## src/rtl/spi_reg_pkg.sv

```systemverilog
package spi_reg_pkg;
  localparam int BYTE_W  = 8;
  localparam int REG_W   = 24;
  localparam int WORD_W  = REG_W + BYTE_W;
  localparam int ADDR_W  = 3;
  localparam int N_PAIRS = 2;
  localparam int PIN_W   = 2 * N_PAIRS;

  localparam logic [ADDR_W-1:0] ADDR_STAT  = 3'd0;
  localparam logic [ADDR_W-1:0] ADDR_MODE  = 3'd1;
  localparam logic [ADDR_W-1:0] ADDR_CONF  = 3'd2;
  localparam logic [ADDR_W-1:0] ADDR_DATA  = 3'd3;
  localparam logic [ADDR_W-1:0] ADDR_IDENT = 3'd4;
  localparam logic [ADDR_W-1:0] ADDR_PINS  = 3'd5;
  localparam logic [ADDR_W-1:0] ADDR_OFFS  = 3'd6;
  localparam logic [ADDR_W-1:0] ADDR_GAIN  = 3'd7;

  localparam logic [REG_W-1:0] MODE_RST = 24'h080060;
  localparam logic [REG_W-1:0] CONF_RST = 24'h000117;
  localparam logic [REG_W-1:0] OFFS_RST = 24'h800000;
  localparam logic [REG_W-1:0] GAIN_RST = 24'h555555;

  localparam int APPEND_BIT = 20;
  localparam int PARITY_BIT = 13;
  localparam int MD_HI      = 23;
  localparam int MD_LO      = 21;
  localparam int BRIDGE_BIT = 6;
  localparam int PAIR_EN_LO = 4;

  localparam logic [2:0] MD_IDLE  = 3'b010;
  localparam logic [2:0] MD_SLEEP = 3'b011;

  typedef enum logic [1:0] {PH_CMD, PH_WR, PH_RD} phase_e;

  function automatic logic [2:0] reg_len(input logic [ADDR_W-1:0] a);
    case (a)
      ADDR_STAT, ADDR_IDENT, ADDR_PINS: return 3'd1;
      default:                          return 3'd3;
    endcase
  endfunction
endpackage

```

## src/rtl/spi_edge_sync.sv

```systemverilog
module spi_edge_sync #(
  parameter int SYNC_STAGES = 2
) (
  input  logic clk,
  input  logic rst_n,
  input  logic sclk_raw,
  input  logic cs_n_raw,
  input  logic mosi_raw,
  output logic sclk_rise,
  output logic sclk_fall,
  output logic cs_act,
  output logic mosi_s
);
  // bit 0 serial clock, bit 1 chip select, bit 2 data in
  localparam logic [2:0] IDLE_LVL = 3'b011;

  logic [2:0] stage_q [SYNC_STAGES];
  logic       sclk_prev_q;
  logic [2:0] last;

  always_ff @(posedge clk or negedge rst_n) begin
    if (!rst_n) begin
      for (int i = 0; i < SYNC_STAGES; i++) stage_q[i] <= IDLE_LVL;
      sclk_prev_q <= 1'b1;
    end else begin
      stage_q[0] <= {mosi_raw, cs_n_raw, sclk_raw};
      for (int i = 1; i < SYNC_STAGES; i++) stage_q[i] <= stage_q[i-1];
      sclk_prev_q <= stage_q[SYNC_STAGES-1][0];
    end
  end

  assign last      = stage_q[SYNC_STAGES-1];
  assign sclk_rise = last[0] & ~sclk_prev_q;
  assign sclk_fall = ~last[0] & sclk_prev_q;
  assign cs_act    = ~last[1];
  assign mosi_s    = last[2];
endmodule

```

## src/rtl/spi_frame_ctl.sv

```systemverilog
module spi_frame_ctl
  import spi_reg_pkg::*;
(
  input  logic                     clk,
  input  logic                     rst_n,
  input  logic                     sclk_rise,
  input  logic                     sclk_fall,
  input  logic                     cs_act,
  input  logic                     mosi_s,
  input  logic                     append_en,
  input  logic [WORD_W-1:0]        rd_word,
  output logic [ADDR_W-1:0]        acc_addr,
  output logic                     rd_busy,
  output logic                     rd_done,
  output logic                     wr_stb,
  output logic [REG_W-1:0]         wr_data,
  output logic                     drive_data,
  output logic                     miso_bit
);
  phase_e              phase_q;
  logic [2:0]          bit_cnt_q;
  logic [BYTE_W-1:0]   rx_q;
  logic [BYTE_W-1:0]   rx_next;
  logic [2:0]          left_q;
  logic [2:0]          cmd_len;
  logic [ADDR_W-1:0]   addr_q;
  logic [REG_W-1:0]    acc_q;
  logic [WORD_W-1:0]   tx_q;
  logic                load_q;
  logic                drive_q;
  logic                miso_q;
  logic                cmd_ok;

  assign rx_next = {rx_q[BYTE_W-2:0], mosi_s};
  assign cmd_ok  = (rx_next[7] == 1'b0) && (rx_next[2:0] == 3'b000);
  assign cmd_len = reg_len(rx_next[5:3]) +
                   ((rx_next[6] && rx_next[5:3] == ADDR_DATA && append_en) ? 3'd1 : 3'd0);

  always_ff @(posedge clk or negedge rst_n) begin
    if (!rst_n) begin
      phase_q   <= PH_CMD;
      bit_cnt_q <= '0;
      rx_q      <= '0;
      left_q    <= '0;
      addr_q    <= '0;
      acc_q     <= '0;
      tx_q      <= '0;
      load_q    <= 1'b0;
      drive_q   <= 1'b0;
      miso_q    <= 1'b1;
      wr_stb    <= 1'b0;
      wr_data   <= '0;
      rd_done   <= 1'b0;
    end else begin
      wr_stb  <= 1'b0;
      rd_done <= 1'b0;
      if (!cs_act) begin
        phase_q   <= PH_CMD;
        bit_cnt_q <= '0;
        load_q    <= 1'b0;
        drive_q   <= 1'b0;
      end else begin
        if (load_q) begin
          tx_q   <= rd_word;
          load_q <= 1'b0;
        end
        if (sclk_fall && phase_q == PH_RD && !load_q) begin
          miso_q  <= tx_q[WORD_W-1];
          tx_q    <= {tx_q[WORD_W-2:0], 1'b0};
          drive_q <= 1'b1;
        end
        if (sclk_rise) begin
          rx_q      <= rx_next;
          bit_cnt_q <= bit_cnt_q + 3'd1;
          if (bit_cnt_q == 3'd7) begin
            case (phase_q)
              PH_CMD: begin
                if (cmd_ok) begin
                  addr_q  <= rx_next[5:3];
                  left_q  <= cmd_len;
                  acc_q   <= '0;
                  phase_q <= rx_next[6] ? PH_RD : PH_WR;
                  load_q  <= rx_next[6];
                end
              end
              PH_WR: begin
                acc_q  <= {acc_q[REG_W-BYTE_W-1:0], rx_next};
                left_q <= left_q - 3'd1;
                if (left_q == 3'd1) begin
                  wr_stb  <= 1'b1;
                  wr_data <= {acc_q[REG_W-BYTE_W-1:0], rx_next};
                  phase_q <= PH_CMD;
                end
              end
              PH_RD: begin
                left_q <= left_q - 3'd1;
                if (left_q == 3'd1) begin
                  rd_done <= 1'b1;
                  drive_q <= 1'b0;
                  phase_q <= PH_CMD;
                end
              end
              default: phase_q <= PH_CMD;
            endcase
          end
        end
      end
    end
  end

  assign acc_addr   = addr_q;
  assign rd_busy    = (phase_q == PH_RD);
  assign drive_data = drive_q;
  assign miso_bit   = miso_q;

  // read data replaces the ready bit only inside a read data phase
  assert_drive_in_read_R4: assert property (@(posedge clk) disable iff (!rst_n)
    drive_q |-> (phase_q == PH_RD));

  // a register write is only committed from inside a live frame
  assert_write_in_frame_R12: assert property (@(posedge clk) disable iff (!rst_n)
    wr_stb |-> $past(cs_act));
endmodule

```

## src/rtl/spi_reg_bank.sv

```systemverilog
module spi_reg_bank
  import spi_reg_pkg::*;
#(
  parameter logic [BYTE_W-1:0] ID_VALUE = 8'h50
) (
  input  logic                 clk,
  input  logic                 rst_n,
  input  logic                 wr_stb,
  input  logic [REG_W-1:0]     wr_data,
  input  logic [ADDR_W-1:0]    acc_addr,
  input  logic                 rd_busy,
  input  logic                 rd_done,
  input  logic                 res_valid,
  output logic                 res_ready,
  input  logic [REG_W-1:0]     res_data,
  input  logic [3:0]           res_chan,
  input  logic                 res_err,
  input  logic                 res_noref,
  input  logic [PIN_W-1:0]     gpio_in,
  output logic [PIN_W-1:0]     gpio_out,
  output logic [PIN_W-1:0]     gpio_oe,
  output logic                 bridge_sw,
  output logic                 drdy_n,
  output logic                 append_en,
  output logic [WORD_W-1:0]    rd_word,
  output logic [REG_W-1:0]     mode_word,
  output logic [REG_W-1:0]     cfg_word
);
  logic [REG_W-1:0]  mode_q, conf_q, data_q, offs_q, gain_q;
  logic [BYTE_W-1:0] pins_q, pins_rb, status;
  logic              drdy_q, err_q, noref_q;
  logic [3:0]        chan_q;
  logic              parity;
  logic              accept;
  logic              cal_ok;
  logic              data_rd_end;

  assign res_ready   = !(rd_busy && acc_addr == ADDR_DATA);
  assign accept      = res_valid && res_ready;
  assign parity      = mode_q[PARITY_BIT] & (^data_q);
  assign status      = {drdy_q, err_q, noref_q, parity, chan_q};
  assign cal_ok      = (mode_q[MD_HI:MD_LO] == MD_IDLE) || (mode_q[MD_HI:MD_LO] == MD_SLEEP);
  assign data_rd_end = rd_done && acc_addr == ADDR_DATA;

  always_ff @(posedge clk or negedge rst_n) begin
    if (!rst_n) begin
      drdy_q  <= 1'b1;
      err_q   <= 1'b0;
      noref_q <= 1'b0;
      chan_q  <= '0;
      data_q  <= '0;
    end else if (accept) begin
      drdy_q  <= 1'b0;
      err_q   <= res_err;
      noref_q <= res_noref;
      chan_q  <= res_chan;
      data_q  <= res_data;
    end else if (data_rd_end) begin
      drdy_q  <= 1'b1;
    end
  end

  always_ff @(posedge clk or negedge rst_n) begin
    if (!rst_n) begin
      mode_q <= MODE_RST;
      conf_q <= CONF_RST;
      pins_q <= '0;
      offs_q <= OFFS_RST;
      gain_q <= GAIN_RST;
    end else if (wr_stb) begin
      case (acc_addr)
        ADDR_MODE: mode_q <= wr_data;
        ADDR_CONF: conf_q <= wr_data;
        ADDR_PINS: pins_q <= {1'b0, wr_data[BYTE_W-2:0]};
        ADDR_OFFS: if (cal_ok) offs_q <= wr_data;
        ADDR_GAIN: if (cal_ok) gain_q <= wr_data;
        default: ;
      endcase
    end
  end

  // one enable bit per pin pair; readback follows the pins when enabled
  for (genvar p = 0; p < N_PAIRS; p++) begin : g_pair
    assign gpio_oe[2*p +: 2] = {2{pins_q[PAIR_EN_LO + p]}};
    assign pins_rb[2*p +: 2] = pins_q[PAIR_EN_LO + p] ? gpio_in[2*p +: 2] : pins_q[2*p +: 2];
  end
  assign pins_rb[BYTE_W-1:PIN_W] = pins_q[BYTE_W-1:PIN_W];

  assign gpio_out  = pins_q[PIN_W-1:0];
  assign bridge_sw = pins_q[BRIDGE_BIT];
  assign drdy_n    = drdy_q;
  assign append_en = mode_q[APPEND_BIT];
  assign mode_word = mode_q;
  assign cfg_word  = conf_q;

  always_comb begin
    case (acc_addr)
      ADDR_STAT:  rd_word = {status, {REG_W{1'b0}}};
      ADDR_MODE:  rd_word = {mode_q, {BYTE_W{1'b0}}};
      ADDR_CONF:  rd_word = {conf_q, {BYTE_W{1'b0}}};
      ADDR_DATA:  rd_word = {data_q, status};
      ADDR_IDENT: rd_word = {ID_VALUE[7:4], 4'b0000, {REG_W{1'b0}}};
      ADDR_PINS:  rd_word = {pins_rb, {REG_W{1'b0}}};
      ADDR_OFFS:  rd_word = {offs_q, {BYTE_W{1'b0}}};
      default:    rd_word = {gain_q, {BYTE_W{1'b0}}};
    endcase
  end

  // calibration words only change while the mode field says idle or sleep
  assert_offset_gate_R10: assert property (@(posedge clk) disable iff (!rst_n)
    (offs_q != $past(offs_q)) |-> ($past(mode_q[MD_HI:MD_LO]) == MD_IDLE || $past(mode_q[MD_HI:MD_LO]) == MD_SLEEP));

  assert_gain_gate_R10: assert property (@(posedge clk) disable iff (!rst_n)
    (gain_q != $past(gain_q)) |-> ($past(mode_q[MD_HI:MD_LO]) == MD_IDLE || $past(mode_q[MD_HI:MD_LO]) == MD_SLEEP));

  // ready bit drops only on a stream handshake
  assert_ready_clear_R5: assert property (@(posedge clk) disable iff (!rst_n)
    $fell(drdy_q) |-> $past(res_valid && res_ready));

  // the result word stays put while it is being shifted out
  assert_hold_during_read_R6: assert property (@(posedge clk) disable iff (!rst_n)
    (rd_busy && acc_addr == ADDR_DATA) |=> $stable(data_q));

  // ready bit returns only after a completed result read
  assert_ready_set_R7: assert property (@(posedge clk) disable iff (!rst_n)
    $rose(drdy_q) |-> $past(rd_done && acc_addr == ADDR_DATA));
endmodule

```

## src/rtl/spi_reg_port.sv

```systemverilog
module spi_reg_port
  import spi_reg_pkg::*;
#(
  parameter int                SYNC_STAGES = 2,
  parameter logic [BYTE_W-1:0] ID_VALUE    = 8'h50
) (
  input  logic                clk,
  input  logic                rst_n,
  input  logic                spi_sclk,
  input  logic                spi_cs_n,
  input  logic                spi_mosi,
  output logic                spi_miso,
  output logic                spi_miso_oe,
  input  logic                res_valid,
  output logic                res_ready,
  input  logic [REG_W-1:0]    res_data,
  input  logic [3:0]          res_chan,
  input  logic                res_err,
  input  logic                res_noref,
  input  logic [PIN_W-1:0]    gpio_in,
  output logic [PIN_W-1:0]    gpio_out,
  output logic [PIN_W-1:0]    gpio_oe,
  output logic                bridge_sw,
  output logic [REG_W-1:0]    mode_word,
  output logic [REG_W-1:0]    cfg_word
);
  logic                sclk_rise, sclk_fall, cs_act, mosi_s;
  logic                append_en, rd_busy, rd_done, wr_stb;
  logic                drive_data, miso_bit, drdy_n;
  logic [ADDR_W-1:0]   acc_addr;
  logic [REG_W-1:0]    wr_data;
  logic [WORD_W-1:0]   rd_word;

  spi_edge_sync #(.SYNC_STAGES(SYNC_STAGES)) u_sync (
    .clk(clk), .rst_n(rst_n),
    .sclk_raw(spi_sclk), .cs_n_raw(spi_cs_n), .mosi_raw(spi_mosi),
    .sclk_rise(sclk_rise), .sclk_fall(sclk_fall), .cs_act(cs_act), .mosi_s(mosi_s)
  );

  spi_frame_ctl u_frame (
    .clk(clk), .rst_n(rst_n),
    .sclk_rise(sclk_rise), .sclk_fall(sclk_fall), .cs_act(cs_act), .mosi_s(mosi_s),
    .append_en(append_en), .rd_word(rd_word),
    .acc_addr(acc_addr), .rd_busy(rd_busy), .rd_done(rd_done),
    .wr_stb(wr_stb), .wr_data(wr_data),
    .drive_data(drive_data), .miso_bit(miso_bit)
  );

  spi_reg_bank #(.ID_VALUE(ID_VALUE)) u_regs (
    .clk(clk), .rst_n(rst_n),
    .wr_stb(wr_stb), .wr_data(wr_data), .acc_addr(acc_addr),
    .rd_busy(rd_busy), .rd_done(rd_done),
    .res_valid(res_valid), .res_ready(res_ready), .res_data(res_data),
    .res_chan(res_chan), .res_err(res_err), .res_noref(res_noref),
    .gpio_in(gpio_in), .gpio_out(gpio_out), .gpio_oe(gpio_oe), .bridge_sw(bridge_sw),
    .drdy_n(drdy_n), .append_en(append_en), .rd_word(rd_word),
    .mode_word(mode_word), .cfg_word(cfg_word)
  );

  assign spi_miso    = drive_data ? miso_bit : drdy_n;
  assign spi_miso_oe = cs_act;

  // the output is released within the sync delay of chip select rising
  assert_release_R3: assert property (@(posedge clk) disable iff (!rst_n)
    (!cs_act && !$past(cs_act)) |-> (!spi_miso_oe && !drive_data));
endmodule

```

## config.mk

```make
export PLATFORM = sky130hd
export DESIGN_NAME = spi_reg_port
export DESIGN_NICKNAME = d
export VERILOG_FILES = /design/src/rtl/spi_reg_pkg.sv /design/src/rtl/spi_edge_sync.sv /design/src/rtl/spi_frame_ctl.sv /design/src/rtl/spi_reg_bank.sv /design/src/rtl/spi_reg_port.sv
export SDC_FILE = /design/constraint.sdc
export NUM_CORES = 1
export LEC_CHECK = 0
export ABC_AREA = 1
export BUFFER_PORTS_ARGS = -buffer_cell sky130_fd_sc_hd__buf_2
export CORE_ASPECT_RATIO = 0.6
export CORE_UTILIZATION = 30
export CTS_CLUSTER_DIAMETER = 150
export DETAILED_ROUTE_END_ITERATION = 12
export PLACE_DENSITY_LB_ADDON = 0.25
export SETUP_SLACK_MARGIN = 0.2
export SLEW_MARGIN = 20
export SYNTH_ARGS = -nofsm -noshare
export SYNTH_HDL_FRONTEND = slang
export SYNTH_SLANG_ARGS = --single-unit
```

## constraint.sdc

```tcl
create_clock -name clk -period 1.85 [get_ports clk]
set_input_delay 0.37 -clock clk [delete_from_list [all_inputs] [get_ports clk]]
set_output_delay 0.37 -clock clk [all_outputs]
set_load 0.05 [all_outputs]
```

==> results_dict.tcl, run 1 <==
set metrics [dict create \
    status "finished, violations left" \
    violations "setup timing" \
    core_area_um2 34030 \
    ys_seq_elements 236 \
    crit_fanout 8 \
    insertion_delay_ns 0.53 \
    globalplace.congestion 0.8297 \
    hold_path.class "input pin to flop" \
    dpl.hpwl_um 23180 \
    pwr_density_cell_nw_per_um2 712.4 \
    crit_path_end_kind "flop" \
    crit_path_start_kind "flop" \
    layout.nets 1472 \
    cp_common_cell "a21oi_2" \
    synthToLayoutAreaGrowth_pct 56.59 \
    pin_count 100 \
    drv_cap 0 \
    grt_overflow 0 \
    min_period_ns 1.921 \
    synth.top_cells.by_area "dfrtp_1 (50%), nand2_1 (13%), dfstp_2 (7.0%)" \
    drt-total-wl_um 39950 \
    synth.top_cell.area_share 0.4965 \
    irDropWorstVdd_mv 0.5286 \
    cts.sinks 236 \
    detail-route-antenna-nets 0 \
    vias_per_cell 5.141 \
    synth-seq-area-share 0.5667 \
    cts_buffers 23 \
    skew_ns 0.02143 \
    arrival_ns 2.33 \
    drc 0 \
    finalHoldViolCount 0 \
    drv_slew 0 \
    synth_commonest_cells "nand2_1 (366), dfrtp_1 (208), o21ai_0 (96)" \
    synth_fp_nets 1231 \
    critPathKind "flop to flop" \
    worst_pin_slew_ns 0.4396 \
    reg2reg_slack_ns -0.07 \
    synth_cell_type_count 45 \
    final_cells 1899 \
    timing.final.ws_setup_ns -0.07136 \
    grt_antenna_before_repair 0 \
    grt.total_usage 0.2156 \
    yosysTopAreaCell "dfrtp_1" \
    worst_hold_slack_ns 0.06881 \
    crit_start "u_frame.acc_addr[1]" \
    synth_ff_type "dfrtp_1" \
    dieHeight_um 146.8 \
    fmax_ghz 0.5205 \
    reg2reg_to "u_frame.tx_q[18]" \
    die_w_um 243.3 \
    rsz0062_at_grt "true" \
    tns_ns -0.3317 \
    num_vias 9762 \
    clk_pin_slew_worst_paths_ns 0.07 \
    endpoint "u_frame.tx_q[18]" \
    firstDrtPassIters 5 \
    cp.required_ns 2.26 \
    ys_async_sr_fraction 1.000 \
    crit_chain "buf_6 > inv_4 > nor2_4 > nand2_2 > clkinv_4 > buf_12 > a221oi_4 > a21oi_2 > a21oi_2 > o21ai_1" \
    grt_max_degree 61 \
    placementRows 52 \
    root_buffer "clkbuf_16" \
    netlist_area_um2 10480 \
    setup_viol 20 \
    grt_pass1_vias 9280 \
    rr_startpoint "u_frame.acc_addr[1]" \
    drt_iter0_markers 896 \
    io_buffers 99 \
    synth_most_common_cell "nand2_1" \
    grt_pass1_wl_um 58080 \
    syn_inst 1183 \
    placedCellCount 1735 \
    synth_edf_count 0 \
    final_area_um2 16420 \
    htree_levels 1 \
    slew_headroom 0.7066 \
    fin_crit_sh 1.039 \
    p_total_mw 11.70 \
    critPathSlowestCell "dfrtp_2" \
    slowest_delay_ns 0.45 \
    wl_per_cell_um 21.03 \
    cts_tree "yes" \
    start_util 0.3081 \
    r2r_cells 10 \
    fp.dieArea_um2 35720 \
    cts_max_path_buffers 3 \
    place_area_um2 11850 \
    layout-drive-gt1-share 0.4660 \
    p_leak_nw 7.659 \
    avgSynthCellArea_um2 8.862 \
    diodes 0 \
    ys_warn_count 0 \
]
==> layout make-up <==
cell class / instances / area, um2
Clock buffer: 30 / 631.9
Tap cell: 459 / 574.3
Sequential cell: 236 / 5953
Multi-Input combinational cell: 781 / 5421
Fill cell: 3064 / 17610
Timing Repair Buffer: 273 / 3191
Clock inverter: 11 / 187.7
Inverter: 109 / 457.9
==> sequential cells by signal, summed over array words and instances, names as in the netlist, 4 cells and up <==
register / flops
u_regs.data_q: 24
u_regs.offs_q: 24
u_frame.wr_data: 24
u_regs.chan_q: 4
u_regs.pins_q: 7
u_frame.acc_q: 16
u_frame.tx_q: 32
u_regs.mode_word: 24
u_regs.cfg_word: 24
u_regs.gain_q: 24
u_frame.rx_q: 7
==> cells in the final DEF, fill, tap and decap left out, types with 24 or more instances in the layout <==
master and count:
buf_2 67, nand2_1 266, o21ai_2 40, nand2_4 38, clkbuf_16 32, dfstp_2 28, buf_12 34, dfrtp_1 198
o21ai_0 65, nor2_4 24, buf_4 77, nand2_2 62, o21ai_1 81, inv_1 74, buf_6 40, a21oi_2 29
==> worst max-delay path: cells and delay by family (launching register included) <==
| family | cells | cell delay, ns |
|---|---|---|
| compound gates | 4 | 0.68 |
| flops | 1 | 0.45 |
| buf+inv | 4 | 0.54 |
| simple gates | 2 | 0.12 |
==> metal layers <==
layer	track usage	wire [um]	vias to the layer above
met4	0.03239	685	0
li1	-	-	4415
met1	0.3477	19580	4904
met5	0	0	-
met2	0.2912	16200	392
met3	0.04859	3482	51
==> per-stage QoR <==
step / worst slack [ns] / util
2_1_floorplan: 0.1432 / -
3_3_place_gp: -0.1262 / 0.3481
3_5_place_dp: -0.07733 / 0.3481
4_1_cts: -0.03410 / 0.4465
5_1_grt: -0.08479 / 0.4825
6_report: -0.07136 / 0.4825
==> timing repair <==
item / CTS / global route
hold endpoints to repair: 29 / 0
resized for setup: 375 / 207
hold buffers: 4 / 0
setup buffers: 60 / 27
setup endpoints to repair: 176 / 213
gates cloned: 23 / 9
pin swaps: 70 / 72
==> where the power goes <==
part	switching [mW]	internal, mW	leakage (nW)
combinational	0.626	0.414	4.20
clock	2.14	3.11	0.393
sequential	0.130	5.27	3.07
==> logic make-up (layout without fill, tap and decap cells) <==
| family | Yosys count | count (layout) | synth area share |
|---|---|---|---|
| flip-flops | 236 | 236 | 0.5667 |
| multiplexers | 12 | 12 | 0.01289 |
| buffers and inverters | 167 | 423 | 0.06827 |
| AND/OR/NAND/NOR | 450 | 451 | 0.1733 |
| AO/OA/AOI/OAI | 304 | 304 | 0.1643 |
| adder cells (fa/ha/maj) | 8 | 8 | 0.009548 |
| XOR/XNOR | 6 | 6 | 0.005012 |
==> worst min-delay path by stage <==
| stage | start | endpoint | slack [ns] | cells after the start |
|---|---|---|---|---|
| 3_5_place_dp | rst_n | u_regs.mode_word[14] | 0.27 | 1 |
| 2_1_floorplan | rst_n | u_frame.acc_addr[0] | 0.07 | 0 |
| 4_1_cts | res_data[23] | u_regs.data_q[23] | 0.04 | 2 |
| 5_1_grt | res_chan[3] | u_regs.chan_q[3] | 0.05 | 2 |
| 6_report | res_chan[3] | u_regs.chan_q[3] | 0.07 | 2 |
| 3_3_place_gp | rst_n | u_regs.mode_word[14] | 0.27 | 1 |
No activity file was read; power rests on OpenSTA's default activity.
==> run 2, diff against run 1 <==
- SYNTH_HIERARCHICAL: not set -> 1
==> results_dict.tcl, run 2 <==
set metrics [dict create \
    crit_fanout 5 \
    critPathKind "flop to flop" \
    clk_pin_slew_worst_paths_ns 0.06 \
    grt.total_usage 0.2014 \
    root_buffer "clkbuf_16" \
    die_w_um 248.1 \
    fmax_ghz 0.5245 \
    firstDrtPassIters 5 \
    pin_count 100 \
    synth.top_cells.by_area "dfrtp_1 (48%), nand2_1 (15%), o21ai_0 (8.0%)" \
    place_ws_ns -0.1458 \
    insertion_delay_ns 0.54 \
    synth_commonest_cells "nand2_1 (425), dfrtp_1 (208), o21ai_0 (174)" \
    top_layer_used "met5" \
    detail-route-antenna-nets 0 \
    rsz0062_at_grt "true" \
    min_period_ns 1.906 \
    synth_xor_area_frac 0.01124 \
    start_util 0.3080 \
    grt_pass1_wl_um 56350 \
    irDropWorstVdd_mv 0.6630 \
    pwr_density_cell_nw_per_um2 710.7 \
    synth.top_cell.area_share 0.4773 \
    synth_edf_count 0 \
    hold_path.class "input pin to flop" \
    slowest_delay_ns 0.44 \
    placementRows 53 \
    cp.required_ns 2.31 \
    drt_iter0_markers 1109 \
    drv_cap 0 \
    num_vias 10220 \
    violations "setup timing" \
    synthAdderAreaFrac 0.009179 \
    worst_hold_slack_ns 0.05488 \
    crit_path_end_kind "flop" \
    fillers 3358 \
    cts.sinks 236 \
    critPathSlowestCell "dfrtp_1" \
    io_buffers 99 \
    layout_common_cells "nand2_1 (305), dfrtp_1 (192), inv_1 (125)" \
    ys_async_sr_fraction 1.000 \
    fp.dieArea_um2 37140 \
    setup_viol 16 \
    yosysTopAreaCell "dfrtp_1" \
    drv_slew 0 \
    fin_crit_sh 1.031 \
    synth_fp_nets 1358 \
    wl_met3_um 4411 \
    largest_reg_flops 32 \
    vias_per_cell 5.065 \
    grt_overflow 0 \
    globalplace.congestion 0.8503 \
    cts_buffers 23 \
    wl_per_cell_um 21.04 \
    skew_ns 0.01652 \
    status "finished, violations left" \
    synth_ff_type "dfrtp_1" \
    final_area_um2 16240 \
    cts_tree "yes" \
    wl_met2_um 17470 \
    layout-drive-gt1-share 0.3903 \
    ys_seq_elements 236 \
    drt-total-wl_um 42460 \
    avgSynthCellArea_um2 8.325 \
    slew_headroom 0.6587 \
    worst_pin_slew_ns 0.5114 \
    synth_top_family_by_area "simple AND/OR/NAND/NOR gates" \
    ys_warn_count 6 \
    netlist_area_um2 10910 \
    crit_chain "nand2_2 > inv_2 > nor2_2 > nand2_1 > nand2_1 > nand2_1 > nand2_2 > inv_2 > nand2_2 > nand3_2 > nand2_4 > nand3_2 > a21oi_2 > nand2_1 > o21ai_1 > nand2_1 > o21ai_1" \
    final_common_cell "nand2_1" \
    synth-simple-area-share 0.1996 \
    dpl.hpwl_um 25120 \
    arrival_ns 2.37 \
    grt_antenna_before_repair 4 \
    core_area_um2 35410 \
    p_leak_nw 7.349 \
    synthToLayoutAreaGrowth_pct 48.88 \
    synth_cell_type_count 39 \
    layout.nets 1583 \
    cts_max_path_buffers 3 \
    crit_path_start_kind "flop" \
    htree_levels 1 \
    dieHeight_um 149.7 \
    largest_register "u_frame/tx_q" \
    place_area_um2 12420 \
    seq_area_um2 5961 \
    synthMuxAreaShare 0.009293 \
    synth-seq-area-share 0.5447 \
    cp_common_cell "nand2_1" \
    grt_pass1_vias 9223 \
    grt_max_degree 64 \
    syn_inst 1310 \
    finalHoldViolCount 0 \
    drc 0 \
    synth-compound-area-share 0.1446 \
    wl_met1_um 19940 \
    timing.final.ws_setup_ns -0.05646 \
    synth_most_common_cell "nand2_1" \
    multi_input_area_um2 5344 \
]
[run 2: cell types whose count changed in the layout (fill, tap and decap cells not counted), sizes merged, moves of 8 or more]
cell,before,now
a211oi,17,1
a21oi,46,32
a221oi,6,26
buf,255,234
clkbuf,43,53
inv,106,147
nand2,370,431
nand3,21,34
nor2,47,72
o2111ai,10,1
o211ai,8,0
o21ai,188,220
o22ai,16,2
[run 2: report_power, final]
| group | total (mW) | switching, mW | internal, mW |
|---|---|---|---|
| registers | 5.44 | 0.154 | 5.28 |
| clock network | 5.01 | 2.12 | 2.89 |
| logic | 1.09 | 0.676 | 0.413 |
[run 2: path summary, 6_finish.rpt]
| kind | depth (start not counted) | from | slack, ns | end |
|---|---|---|---|---|
| setup / recovery | 17 | u_regs/data_q[8] | -0.06 | u_frame/tx_q[28] |
| hold / removal | 2 | res_data[19] | 0.05 | u_regs/data_q[19] |
| setup reg to reg | 17 | u_regs/data_q[8] | -0.06 | u_frame/tx_q[28] |
| hold reg to reg | 0 | u_sync/stage_q[5] | 0.35 | u_sync/last[2] |
| max in group asynchronous | 3 | rst_n | 0.78 | u_regs/cfg_word[4] |
| min in group asynchronous | 2 | rst_n | 0.36 | u_regs/cfg_word[19] |
[run 2: layout make-up]
cell class	instances	share of cell area
timing repair inverter	1	0.0005395
sequential	236	0.3671
clock buffer	30	0.03768
timing repair buffer	262	0.1843
inverter	148	0.03568
clock inverter	10	0.009402
multi-input combinational	863	0.3291
antenna	1	0.0001541
tap	467	0.03599
[run 2: worst max-delay path, delay by kind of cell, from the launching register on]
family	cells	cell delay (ns)
simple gates	12	0.99
buf+inv	2	0.10
compound gates	3	0.29
flops	1	0.44
[run 2: per-layer routing]
metal / GRT usage / vias to the layer above
li1: - / 4666
met1: 0.3214 / 5049
met2: 0.2864 / 452
met3: 0.03354 / 53
met4: 0.02622 / 2
met5: 0 / -
[run 2: stage by stage]
step / utilization / instances / power, mW / setup TNS [ns]
detailed placement: 0.3507 / 1887 / 6.438 / -0.2157
global placement: 0.3507 / 1887 / 6.411 / -0.1229
global route: 0.4585 / 2018 / 11.91 / -1.894
CTS: 0.4026 / 1962 / 11.49 / -0.003101
floorplan: - / 1310 / 5.956 / 0
finish: 0.4585 / 2018 / 11.54 / -0.4375
[run 2: timing repair]
action | 4_1_cts | 5_1_grt
resized for setup | 192 | 407
gates cloned | 7 | 26
hold buffers | 4 | 0
setup endpoints to repair | 174 | 196
setup buffers | 24 | 29
hold endpoints to repair | 42 | 0
pin swaps | 30 | 75
[run 2: kinds of logic after synthesis]
family,after synthesis
mux,9
fa+ha+maj,8
simple gates,543
flops,236
compound gates,287
buf+inv,213
xor+xnor,14
==> run 3, diff against run 2 <==
- CORE_UTILIZATION: 30 -> 35
- clock period: 1.85 -> 1.7 ns (I/O delays scaled with it)
==> results_dict.tcl, run 3 (synthesis gave the netlist of run 2 again) <==
set metrics [dict create \
    p_leak_nw 7.857 \
    io_buffers 99 \
    hold_path_depth 2 \
    rsz0062_at_grt "true" \
    insertion_delay_ns 0.54 \
    fp.dieArea_um2 31890 \
    arrival_ns 2.38 \
    drv_cap 0 \
    htree_levels 1 \
    pwr_density_cell_nw_per_um2 749.6 \
    r2r_cells 13 \
    diodes 0 \
    cts_buffers 24 \
    drc 0 \
    cts_max_path_buffers 3 \
    violations "setup timing" \
    irDropWorstVdd_mv 0.7756 \
    synthToLayoutAreaGrowth_pct 56.09 \
    crit_fanout 7 \
    worst_hold_slack_ns 0.03115 \
    reg2reg_to "u_frame/tx_q[26]" \
    critPathKind "flop to flop" \
    die_w_um 229.9 \
    start_util 0.3601 \
    status "finished, violations left" \
    layout.nets 1620 \
    drv_slew 0 \
    setup_viol 172 \
    grt_pass1_vias 9311 \
    grt_pass1_wl_um 54860 \
    drt_iter0_markers 1209 \
    root_buffer "clkbuf_16" \
    skew_ns 0.01242 \
    detail-route-antenna-nets 0 \
    placementRows 49 \
    pin_count 100 \
    drt-total-wl_um 42560 \
    largest_reg_flops 32 \
    crit_path_start_kind "flop" \
    layout-drive-gt1-share 0.4516 \
    slew_headroom 0.6825 \
    crit_path_end_kind "flop" \
    dieHeight_um 138.7 \
    dpl.hpwl_um 22660 \
    final_common_cell "nand2_1" \
    min_period_ns 1.917 \
    wl_per_cell_um 21.30 \
    worst_pin_slew_ns 0.4763 \
    cts.sinks 236 \
    fin_crit_sh 1.128 \
    grt_antenna_before_repair 0 \
    firstDrtPassIters 6 \
    cp.required_ns 2.17 \
    core_area_um2 30290 \
    timing.final.ws_setup_ns -0.2170 \
    rr_startpoint "u_frame/acc_addr[1]" \
    num_vias 10630 \
    layout_common_cells "nand2_1 (283), dfrtp_1 (186), inv_1 (128)" \
    largest_register "u_frame/tx_q" \
    finalHoldViolCount 0 \
    cts_tree "yes" \
    min_to "u_regs/data_q[6]" \
    reg2reg_slack_ns -0.22 \
    hold_path.class "input pin to flop" \
    grt_max_degree 64 \
    final_util 0.5621 \
    fmax_ghz 0.5216 \
    grt_overflow 0 \
    clk_pin_slew_worst_paths_ns 0.07 \
    grt.total_usage 0.2224 \
    globalplace.congestion 0.8434 \
    hold_start "res_data[6]" \
    vias_per_cell 5.320 \
]
[run 3: changes by cell type in the layout (fill, tap and decap cells not counted), moves of 16 or more]
| cell | change |
|---|---|
| nand2_1 | -22 |
| nand2_4 | +21 |
| nor2_1 | -19 |
| a21oi_1 | -16 |
| o21ai_2 | +16 |
[run 3: stage by stage]
step / setup slack [ns] / cell area [um2] / instances / power (mW) / setup TNS (ns)
after global placement: -0.1565 / 12530 / 1839 / 6.977 / -2.033
after floorplan: 0.05096 / 10960 / 1310 / 6.483 / 0
after CTS: -0.1505 / 14730 / 1940 / 12.66 / -4.632
after detailed placement: -0.1942 / 12530 / 1839 / 6.996 / -2.319
final: -0.2170 / 17020 / 1998 / 12.76 / -18.41
after global routing: -0.3367 / 17020 / 1998 / 13.23 / -29.97
[run 3: report_power, final]
part / switching, mW / internal (mW)
combinational: 0.754 / 0.513
clock: 2.36 / 3.22
sequential: 0.168 / 5.75
total: 3.28 / 9.48
[run 3: layout make-up]
| class | count | area [um2] |
|---|---|---|
| Fill cell | 2543 | 13260 |
| Timing Repair Buffer | 298 | 3533 |
| Clock inverter | 9 | 100.1 |
| Multi-Input combinational cell | 864 | 5623 |
| Clock buffer | 35 | 713.2 |
| Sequential cell | 236 | 5968 |
| Tap cell | 408 | 510.5 |
| Inverter | 148 | 574.3 |
[run 3: worst max-delay path, stage by stage (launching register included)]
cell and delay (ns):
dfrtp_1 0.38, buf_6 0.14, inv_4 0.05, nor2_4 0.08, inv_2 0.07, nor2_4 0.23
clkbuf_16 0.23, buf_8 0.12, a21oi_1 0.06, a41oi_1 0.20, nand2_1 0.07, o21ai_1 0.07
nand2_1 0.07, o21ai_1 0.07
[run 3: how the worst max path moves through the flow]
stage                                   start                to  slack, ns  depth (start not counted)
final                     u_frame/acc_addr[1]  u_frame/tx_q[26]      -0.22                         13
after global routing        u_regs/data_q[19]  u_frame/tx_q[28]      -0.34                         12
after CTS                 u_frame/acc_addr[2]         res_ready      -0.15                          6
after detailed placement     u_regs/data_q[8]   u_frame/tx_q[4]      -0.19                         17
after global placement       u_regs/data_q[8]   u_frame/tx_q[4]      -0.16                         17
after floorplan                u_sync/last[1]  u_frame/acc_q[6]       0.05                          8
[run 3: layer usage]
metal,vias to the layer above,routed length (um),global-route usage
li1,4757,-,-
met1,5245,19180,0.3463
met2,541,17740,0.3167
met3,87,4557,0.04646
met4,0,1081,0.03974
met5,-,0,0
[run 3: what timing repair did]
| item | CTS | global route |
|---|---|---|
| gates resized for setup | 206 | 507 |
| endpoints found under the setup margin | 266 | 278 |
| cloned | 18 | 27 |
| endpoints found under the hold margin | 31 | 0 |
| hold buffers | 4 | 0 |
| setup buffers | 35 | 31 |
| pin swaps | 21 | 50 |
